`src/rtl/frm_rx_pkg.sv`:
```
package frm_rx_pkg;
  localparam int unsigned WORD_W      = 16;
  localparam int unsigned BYTE_W      = 8;
  localparam int unsigned SYNC_STAGES = 2;

  typedef enum logic {
    ADR_DATA = 1'b0,
    ADR_STAT = 1'b1
  } adr_e;

  localparam int unsigned STAT_FULL = 0;
  localparam int unsigned STAT_OVR  = 1;
endpackage

```
`src/rtl/frm_rx_edge.sv`:
```
module frm_rx_edge #(
  parameter int unsigned STAGES = 2
) (
  input  logic clk_i,
  input  logic rst_ni,
  input  logic sclk_i,
  input  logic sync_i,
  input  logic sdat_i,
  output logic fall_o,
  output logic sync_o,
  output logic dat_o
);
  // bit order in each stage: {sclk, sync, data}
  for (genvar s = 0; s < STAGES; s++) begin : g_stg
    logic [2:0] q;
    if (s == 0) begin : g_first
      always_ff @(posedge clk_i or negedge rst_ni)
        if (!rst_ni) q <= '0;
        else         q <= {sclk_i, sync_i, sdat_i};
    end else begin : g_next
      always_ff @(posedge clk_i or negedge rst_ni)
        if (!rst_ni) q <= '0;
        else         q <= g_stg[s-1].q;
    end
  end

  logic [2:0] cur;
  logic       sclk_prev_q;

  assign cur = g_stg[STAGES-1].q;

  always_ff @(posedge clk_i or negedge rst_ni)
    if (!rst_ni) sclk_prev_q <= 1'b0;
    else         sclk_prev_q <= cur[2];

  assign fall_o = sclk_prev_q & ~cur[2];
  assign sync_o = cur[1];
  assign dat_o  = cur[0];
endmodule

```
`src/rtl/frm_rx_shift.sv`:
```
module frm_rx_shift #(
  parameter int unsigned WORD_W = 16,
  parameter int unsigned BYTE_W = 8
) (
  input  logic              clk_i,
  input  logic              rst_ni,
  input  logic              fall_i,
  input  logic              sync_i,
  input  logic              dat_i,
  input  logic              fmt_byte_i,
  input  logic              each_sync_i,
  output logic              done_o,
  output logic [WORD_W-1:0] word_o,
  output logic [WORD_W-1:0] sr_o
);
  localparam int unsigned CNT_W = $clog2(WORD_W);

  logic              busy_q;
  logic [CNT_W-1:0]  cnt_q;
  logic [WORD_W-1:0] sr_q;
  logic [CNT_W-1:0]  last;
  logic [WORD_W-1:0] sr_nxt;

  assign last   = fmt_byte_i ? CNT_W'(BYTE_W - 1) : CNT_W'(WORD_W - 1);
  assign sr_nxt = {sr_q[WORD_W-2:0], dat_i};
  assign done_o = fall_i && busy_q && !sync_i && (cnt_q == last);
  assign word_o = sr_nxt;
  assign sr_o   = sr_q;

  always_ff @(posedge clk_i or negedge rst_ni) begin
    if (!rst_ni) begin
      busy_q <= 1'b0;
      cnt_q  <= '0;
      sr_q   <= '0;
    end else if (fall_i) begin
      if (sync_i) begin
        // strobe arms or restarts; first data bit on the next falling edge
        busy_q <= 1'b1;
        cnt_q  <= '0;
      end else if (busy_q) begin
        sr_q <= sr_nxt;
        if (cnt_q == last) begin
          cnt_q  <= '0;
          busy_q <= !each_sync_i;
        end else begin
          cnt_q <= cnt_q + 1'b1;
        end
      end
    end
  end
endmodule

```
`src/rtl/frm_rx_hold.sv`:
```
module frm_rx_hold
  import frm_rx_pkg::*;
#(
  parameter int unsigned WORD_W = 16,
  parameter int unsigned BYTE_W = 8
) (
  input  logic              clk_i,
  input  logic              rst_ni,
  input  logic              done_i,
  input  logic [WORD_W-1:0] word_i,
  input  logic              fmt_byte_i,
  input  logic              addr_i,
  input  logic              re_i,
  input  logic              we_i,
  input  logic [WORD_W-1:0] wdata_i,
  output logic [WORD_W-1:0] rdata_o,
  output logic              full_o,
  output logic              ovr_o,
  output logic [WORD_W-1:0] hold_o
);
  logic [WORD_W-1:0] hold_q;
  logic [WORD_W-1:0] placed;
  logic              full_q, ovr_q;
  logic              rd_data, wr_data, ovr_clr;

  assign rd_data = re_i && (addr_i == ADR_DATA);
  assign wr_data = we_i && (addr_i == ADR_DATA);
  assign ovr_clr = we_i && (addr_i == ADR_STAT) && wdata_i[STAT_OVR];

  assign placed = fmt_byte_i ? {{(WORD_W-BYTE_W){1'b0}}, word_i[BYTE_W-1:0]} : word_i;

  always_ff @(posedge clk_i or negedge rst_ni) begin
    if (!rst_ni) begin
      hold_q <= '0;
      full_q <= 1'b0;
      ovr_q  <= 1'b0;
    end else begin
      if (done_i)       hold_q <= placed;
      else if (wr_data) hold_q <= wdata_i;

      if (done_i)       full_q <= 1'b1;
      else if (rd_data) full_q <= 1'b0;

      if (done_i && full_q && !rd_data) ovr_q <= 1'b1;
      else if (ovr_clr)                 ovr_q <= 1'b0;
    end
  end

  always_comb begin
    rdata_o = '0;
    if (addr_i == ADR_DATA) begin
      rdata_o = hold_q;
    end else begin
      rdata_o[STAT_FULL] = full_q;
      rdata_o[STAT_OVR]  = ovr_q;
    end
  end

  assign full_o = full_q;
  assign ovr_o  = ovr_q;
  assign hold_o = hold_q;
endmodule

```
`src/rtl/frm_rx.sv`:
```
module frm_rx
  import frm_rx_pkg::*;
#(
  parameter int unsigned WORD_W      = frm_rx_pkg::WORD_W,
  parameter int unsigned BYTE_W      = frm_rx_pkg::BYTE_W,
  parameter int unsigned SYNC_STAGES = frm_rx_pkg::SYNC_STAGES
) (
  input  logic              clk_i,
  input  logic              rst_ni,
  input  logic              fmt_byte_i,
  input  logic              each_sync_i,
  input  logic              sclk_i,
  input  logic              sync_i,
  input  logic              sdat_i,
  input  logic              host_addr_i,
  input  logic              host_re_i,
  input  logic              host_we_i,
  input  logic [WORD_W-1:0] host_wdata_i,
  output logic [WORD_W-1:0] host_rdata_o,
  output logic              full_o,
  output logic              ovr_o
);
  logic              fall_w, sync_w, dat_w, done_w;
  logic [WORD_W-1:0] word_w, sr_w, hold_w;

  frm_rx_edge #(.STAGES(SYNC_STAGES)) u_edge (
    .clk_i  (clk_i),
    .rst_ni (rst_ni),
    .sclk_i (sclk_i),
    .sync_i (sync_i),
    .sdat_i (sdat_i),
    .fall_o (fall_w),
    .sync_o (sync_w),
    .dat_o  (dat_w)
  );

  frm_rx_shift #(.WORD_W(WORD_W), .BYTE_W(BYTE_W)) u_shift (
    .clk_i       (clk_i),
    .rst_ni      (rst_ni),
    .fall_i      (fall_w),
    .sync_i      (sync_w),
    .dat_i       (dat_w),
    .fmt_byte_i  (fmt_byte_i),
    .each_sync_i (each_sync_i),
    .done_o      (done_w),
    .word_o      (word_w),
    .sr_o        (sr_w)
  );

  frm_rx_hold #(.WORD_W(WORD_W), .BYTE_W(BYTE_W)) u_hold (
    .clk_i      (clk_i),
    .rst_ni     (rst_ni),
    .done_i     (done_w),
    .word_i     (word_w),
    .fmt_byte_i (fmt_byte_i),
    .addr_i     (host_addr_i),
    .re_i       (host_re_i),
    .we_i       (host_we_i),
    .wdata_i    (host_wdata_i),
    .rdata_o    (host_rdata_o),
    .full_o     (full_o),
    .ovr_o      (ovr_o),
    .hold_o     (hold_w)
  );
endmodule

```
`config.mk`:
```
export PLATFORM = sky130hd
export DESIGN_NAME = frm_rx
export DESIGN_NICKNAME = d
export VERILOG_FILES = /design/src/rtl/frm_rx_pkg.sv /design/src/rtl/frm_rx_edge.sv /design/src/rtl/frm_rx_shift.sv /design/src/rtl/frm_rx_hold.sv /design/src/rtl/frm_rx.sv
export SDC_FILE = /design/constraint.sdc
export NUM_CORES = 1
export LEC_CHECK = 0
export ABC_AREA = 1
export ABC_CLOCK_PERIOD_IN_PS = 3660
export BUFFER_PORTS_ARGS = -buffer_cell sky130_fd_sc_hd__buf_4
export CELL_PAD_IN_SITES_DETAIL_PLACEMENT = 1
export CELL_PAD_IN_SITES_GLOBAL_PLACEMENT = 1
export CORE_UTILIZATION = 43
export DETAILED_ROUTE_END_ITERATION = 6
export HOLD_SLACK_MARGIN = 0.02
export PLACE_DENSITY = 0.9
export SYNTH_ARGS = -nofsm -noshare
export SYNTH_HDL_FRONTEND = slang
export SYNTH_SLANG_ARGS = --single-unit
export TNS_END_PERCENT = 1
```
`constraint.sdc`:
```
create_clock -name clk_i -period 3.66 [get_ports clk_i]
set_clock_uncertainty 0.2 [all_clocks]
set_input_delay 0.366 -clock clk_i [delete_from_list [all_inputs] [get_ports clk_i]]
set_output_delay 0.366 -clock clk_i [all_outputs]
set_load 0.005 [all_outputs]
```
---- Word-level counts from Yosys, hierarchy flattened ----
Index checks and enable logic that the tools add are counted.
cells by class
  mux-type cells .......................... 16
  bitwise operators ....................... 4
  add/sub/neg operators ................... 1
  reductions and logical operators ........ 18
  eq/ne operators ......................... 1
operator list
  kind                   number
  $mux W16               3
  $mux W4                4
  $mux W14               1
  $logic_and A1 B1 Y1    9
  $reduce_bool A2 Y1     4
  $mux W1                7
  $add A4 B1 Y4 const B  1
  $eq A4 B4 Y1           1
  $logic_not A1 Y1       3
  $not A1 Y1             3
  $reduce_and A3 Y1      1
  $mux W2                1
  $reduce_and A2 Y1      1
  $and A1 B1 Y1          1
word-level totals
  word-level logic and storage cells ...... 49
  output and inout port bits .............. 18
  bits in registers ....................... 45
  input port bits ......................... 26

---- Longest topological paths before layout ----
  depth in word-level cells ............... 8
  gate-level depth with buffers ........... 11

---- By module ----
From an unflattened synthesis, not the netlist that was laid out.
second synthesis, totals
  cell total of the unflattened synthesis .. 297
  area total of the unflattened synthesis .. 2279.7 sq um
modules (own cells, without submodules)
  module        area an instance (sq um)  seq. area each (sq um)  cells each  instances
  frm_rx_hold   1077.3                    450.4                   167         1
  frm_rx_shift  1017.2                    525.5                   121         1
  frm_rx_edge   185.2                     175.2                   9           1

---- Worst setup path before layout ----
Ideal clock, no wire load.
  kind .................................... register to register
  from .................................... register u_shift.cnt_q[0]
  to ...................................... register u_hold.hold_q[3] (netlist: u_hold.hold_o[3])
  setup slack ............................. 2.039 ns
  cell stages (with the launch flop) ...... 11
  library setup time ...................... 0.117 ns
  period minus slack after synthesis ...... 1.621 ns
  data arrival time ....................... 1.303 ns
  cells stage by stage .................... dfrtp_1 > ha_1 > nand2_2 > clkinv_2 > nand2_4 > nor2_8 > nand2_8 > nand2_4 > buf_4 > nand3_1 > nand2_1
on the way
  cells in the longest elaborated chain, start to end .. 3
RTL lines
  element                                                RTL line            RTL
  start, declared                                        frm_rx_shift.sv:19  logic [CNT_W-1:0] cnt_q;
  start signal, assigned                                 frm_rx_shift.sv:46  cnt_q <= cnt_q + 1'b1;
  $eq A4 B4 Y1 *                                         frm_rx_shift.sv:26  assign done_o = fall_i && busy_q && !sync_i && (cnt_q == last);
  $logic_and A1 B1 Y1 *                                  frm_rx_shift.sv:26
  $mux W16 / $reduce_bool A2 Y1 (equally long branches)  -
  end signal, assigned                                   frm_rx_hold.sv:38   if (done_i) hold_q <= placed;
  end signal, assigned                                   frm_rx_hold.sv:39   else if (wr_data) hold_q <= wdata_i;
  end, declared                                          frm_rx_hold.sv:21   logic [WORD_W-1:0] hold_q;
Every way passes the cells marked *; elsewhere a longest branch is shown, timed or not.
A chain may end at the register's enable or synchronous reset.

---- Worst setup path in the final report ----
  from .................................... register u_edge.g_stg[1].q[2] (netlist: u_edge.cur[2])
  to ...................................... register u_hold.hold_q[14] (netlist: u_hold.hold_o[14])
on the way
  cells in the longest elaborated chain, start to end .. 6
RTL lines
  element                                                RTL line            RTL
  start, declared                                        frm_rx_edge.sv:15   logic [2:0] q;
  start signal, assigned                                 frm_rx_edge.sv:23   else q <= g_stg[s-1].q;
  $not A1 Y1 *                                           frm_rx_edge.sv:36   assign fall_o = sclk_prev_q & ~cur[2];
  $and A1 B1 Y1 *                                        frm_rx_edge.sv:36
  $logic_and A1 B1 Y1 * (3 in series)                    frm_rx_shift.sv:26
  $mux W16 / $reduce_bool A2 Y1 (equally long branches)  -
Marks and branches as above.

==> qor.yml <==
grt.overflow.total: 0
tritoncts: "yes"
synth_cell_types: 29
grt.busiest_layer: "met2"
grt_use_met2: 0.369
synth_top_cell_by_area: "dfrtp_1"
whs_path_depth: 3
final_cell_mix: "nand2_1, dfrtp_1, buf_4, inv_1, nand3_1"
nets: 336
synth_flop_cell: "dfrtp_1"
synth-edff-count: 0
grt_pass1_vias: 1823
track_usage: 0.221
hpwlAfterDp_um: 3800
clk_latency_ns: 0.30
grt_max_degree: 46
area_growth_pct: 22.8
dr_total_vias: 1826
avgViaCountPerCell: 4.84
p_comb_frac: 0.150
seq_area_frac_synth: 0.516
p_switching_uw: 296
clock_power_share: 0.340
avgSynthCellArea_sq_um: 8.24
cts_setup_buffers: 0
max_freq_mhz: 462
cp.arrival_ns: 2.15
syn_inst: 265
synth_seq_cells: 45
sw_frac_of_total: 0.259
final_max_slew_viol_count: 0
met3_usage: 0.0508
port_buffers: 43
cp_slowest_cell: "nor2_4"
r2r_cells: 8
fp-row-count: 25
hold_path.class: "in -> reg"
clk_pin_slew_ns: 0.08
period_minus_slack_ns: 2.16
holdWs_ns: 0.115
wire_per_inst_um: 13.8
path_max_fanout: 33
drive_gt1_frac: 0.245
start_kind: "register"
yosysWarnings: 0
power.density_mw_per_mm2: 426
final_common_cell: "nand2_1"
grtUsageMet1: 0.283
antenna_found_initial: 0
grt_pass1_wl_um: 8760
cpPeakStageDelay_ns: 0.55
drv_cap: 0
synth_async_sr_flop_share: 1.00
drtIter0Drc: 90
antenna_cells: 0
gp_congestion: 0.788
cts_buffers: 5
cts_num_sinks: 45
hold_viol: 0
slew_headroom: 0.539
ioPinCount: 44
root_buffer: "clkbuf_8"
critPathMostFrequentCell: "nand2_1"
critPathCaptureType: "register"
fin_crit_sh: 0.591
synthTopCellsByArea: "dfrtp_1, nand2_1, nand3_1"
drtAntennaViolNets: 0
p_int_uw: 847
fp.dieW_um: 73.3
p_leak_nw: 1.41
peakVddDrop_uv: 279
start_util: 0.453
drt-pass1-iter-count: 4
dieArea_sq_mm: 0.00537
synth.top_cell.area_share: 0.516
h-tree-depth: 2
crit_type: "reg -> reg"
setup_violations: 0
required_ns: 3.65
worst_pin_slew_ns: 0.690
rsz0062_at_grt: "no"
fin_tns_setup_ns: 0
syn_area_sq_mm: 0.00218
status: "finished clean"
syn_nets: 292
totalWireLength_um: 5180
core_sq_mm: 0.00482
seqPwrFrac: 0.510
drc: 0
path_cells: "inv_1 -> nand3_1 -> nor2_4 -> nand2_8 -> nand2_4 -> inv_2 -> nand2_1 -> nand2_1"
clockBufferDepth: 2
die_h_um: 73.3
==> per-stage QoR <==
stage / instance area, sq um / setup slack, ns / utilization / power, mW / std cells
floorplan: 2180 / 2.04 / - / 0.679 / 265
global placement: 2520 / 1.61 / 0.523 / 0.749 / 365
detailed placement: 2520 / 1.49 / 0.523 / 0.761 / 365
CTS: 2680 / 1.47 / 0.556 / 1.16 / 377
global route: 2680 / 1.29 / 0.556 / 1.20 / 377
finish: 2680 / 1.50 / 0.556 / 1.14 / 377
==> power groups by stage <==
stage / Combinational (mW) / Sequential, mW / Clock (mW)
floorplan: 0.0955 / 0.583 / 0
global placement: 0.157 / 0.591 / 0
detailed placement: 0.168 / 0.593 / 0
CTS: 0.174 / 0.584 / 0.400
global route: 0.197 / 0.590 / 0.415
finish: 0.171 / 0.583 / 0.389
==> what timing repair did <==
action,in CTS,in global routing
resized for setup,0,0
hold buffers,4,0
hold endpoints to repair,48,0
==> critical path: cells and delay by family, from the launching register on <==
family	cells	cell delay, ns
buf+inv	2	0.23
flops	1	0.38
simple gates	6	1.23
==> cell families (layout without fill, tap and decap cells) <==
kind of cell,after synthesis,in the layout,synth area share
xor+xnor,1,1,0.00401
compound gates,24,24,0.0585
simple gates,145,145,0.316
fa+ha+maj,1,1,0.00573
buf+inv,49,94,0.0997
flops,45,45,0.516
==> layout make-up <==
cell class	count	area, sq um
fill	609	2140
sequential	45	1130
multi-input combinational	171	840
timing repair buffer	47	363
inverter	39	148
tap	67	83.8
clock buffer	6	82.6
clock inverter	2	37.5
==> cells in the mapped netlist (2+ instances only) <==
master	instances
clkbuf_1	2
o21ai_1	3
buf_6	3
inv_2	4
inv_1	34
buf_4	2
dfrtp_1	45
nand2_4	2
o21ai_0	18
nor2_1	16
nor2_2	2
buf_2	2
nand2_1	77
nand2_2	12
nand3_1	29
==> per-layer routing <==
metal / up-vias / routed length [um] / part of all wire
met5: - / 0 / 0
met4: 0 / 116 / 0.022
met3: 12 / 170 / 0.033
met2: 37 / 2600 / 0.50
met1: 875 / 2300 / 0.44
li1: 902 / - / -
==> worst paths after layout <==
| path | startpoint | endpoint | slack (ns) |
|---|---|---|---|
| worst max-delay path | u_edge.cur[2] | u_hold.hold_o[14] | 1.50 |
| worst min-delay path | host_wdata_i[0] | u_hold.hold_o[0] | 0.12 |
| worst max register to register | u_edge.cur[2] | u_hold.hold_o[14] | 1.50 |
| worst min register to register | u_edge.g_stg[0].q[0] | u_edge.cur[0] | 0.16 |
| max in group asynchronous | rst_ni | u_shift.sr_o[6] | 2.45 |
| min in group asynchronous | rst_ni | u_hold.hold_o[8] | 0.42 |
==> registers in the layout, indices dropped and copies added (netlist names) <==
name	flops
u_hold.full_o	1
u_shift.busy_q	1
u_edge.sclk_prev_q	1
u_shift.cnt_q	4
u_hold.hold_o	16
u_edge.g_stg.q	3
u_shift.sr_o	15
u_edge.cur	3
u_hold.ovr_o	1
(Power assumes the default switching activity.)
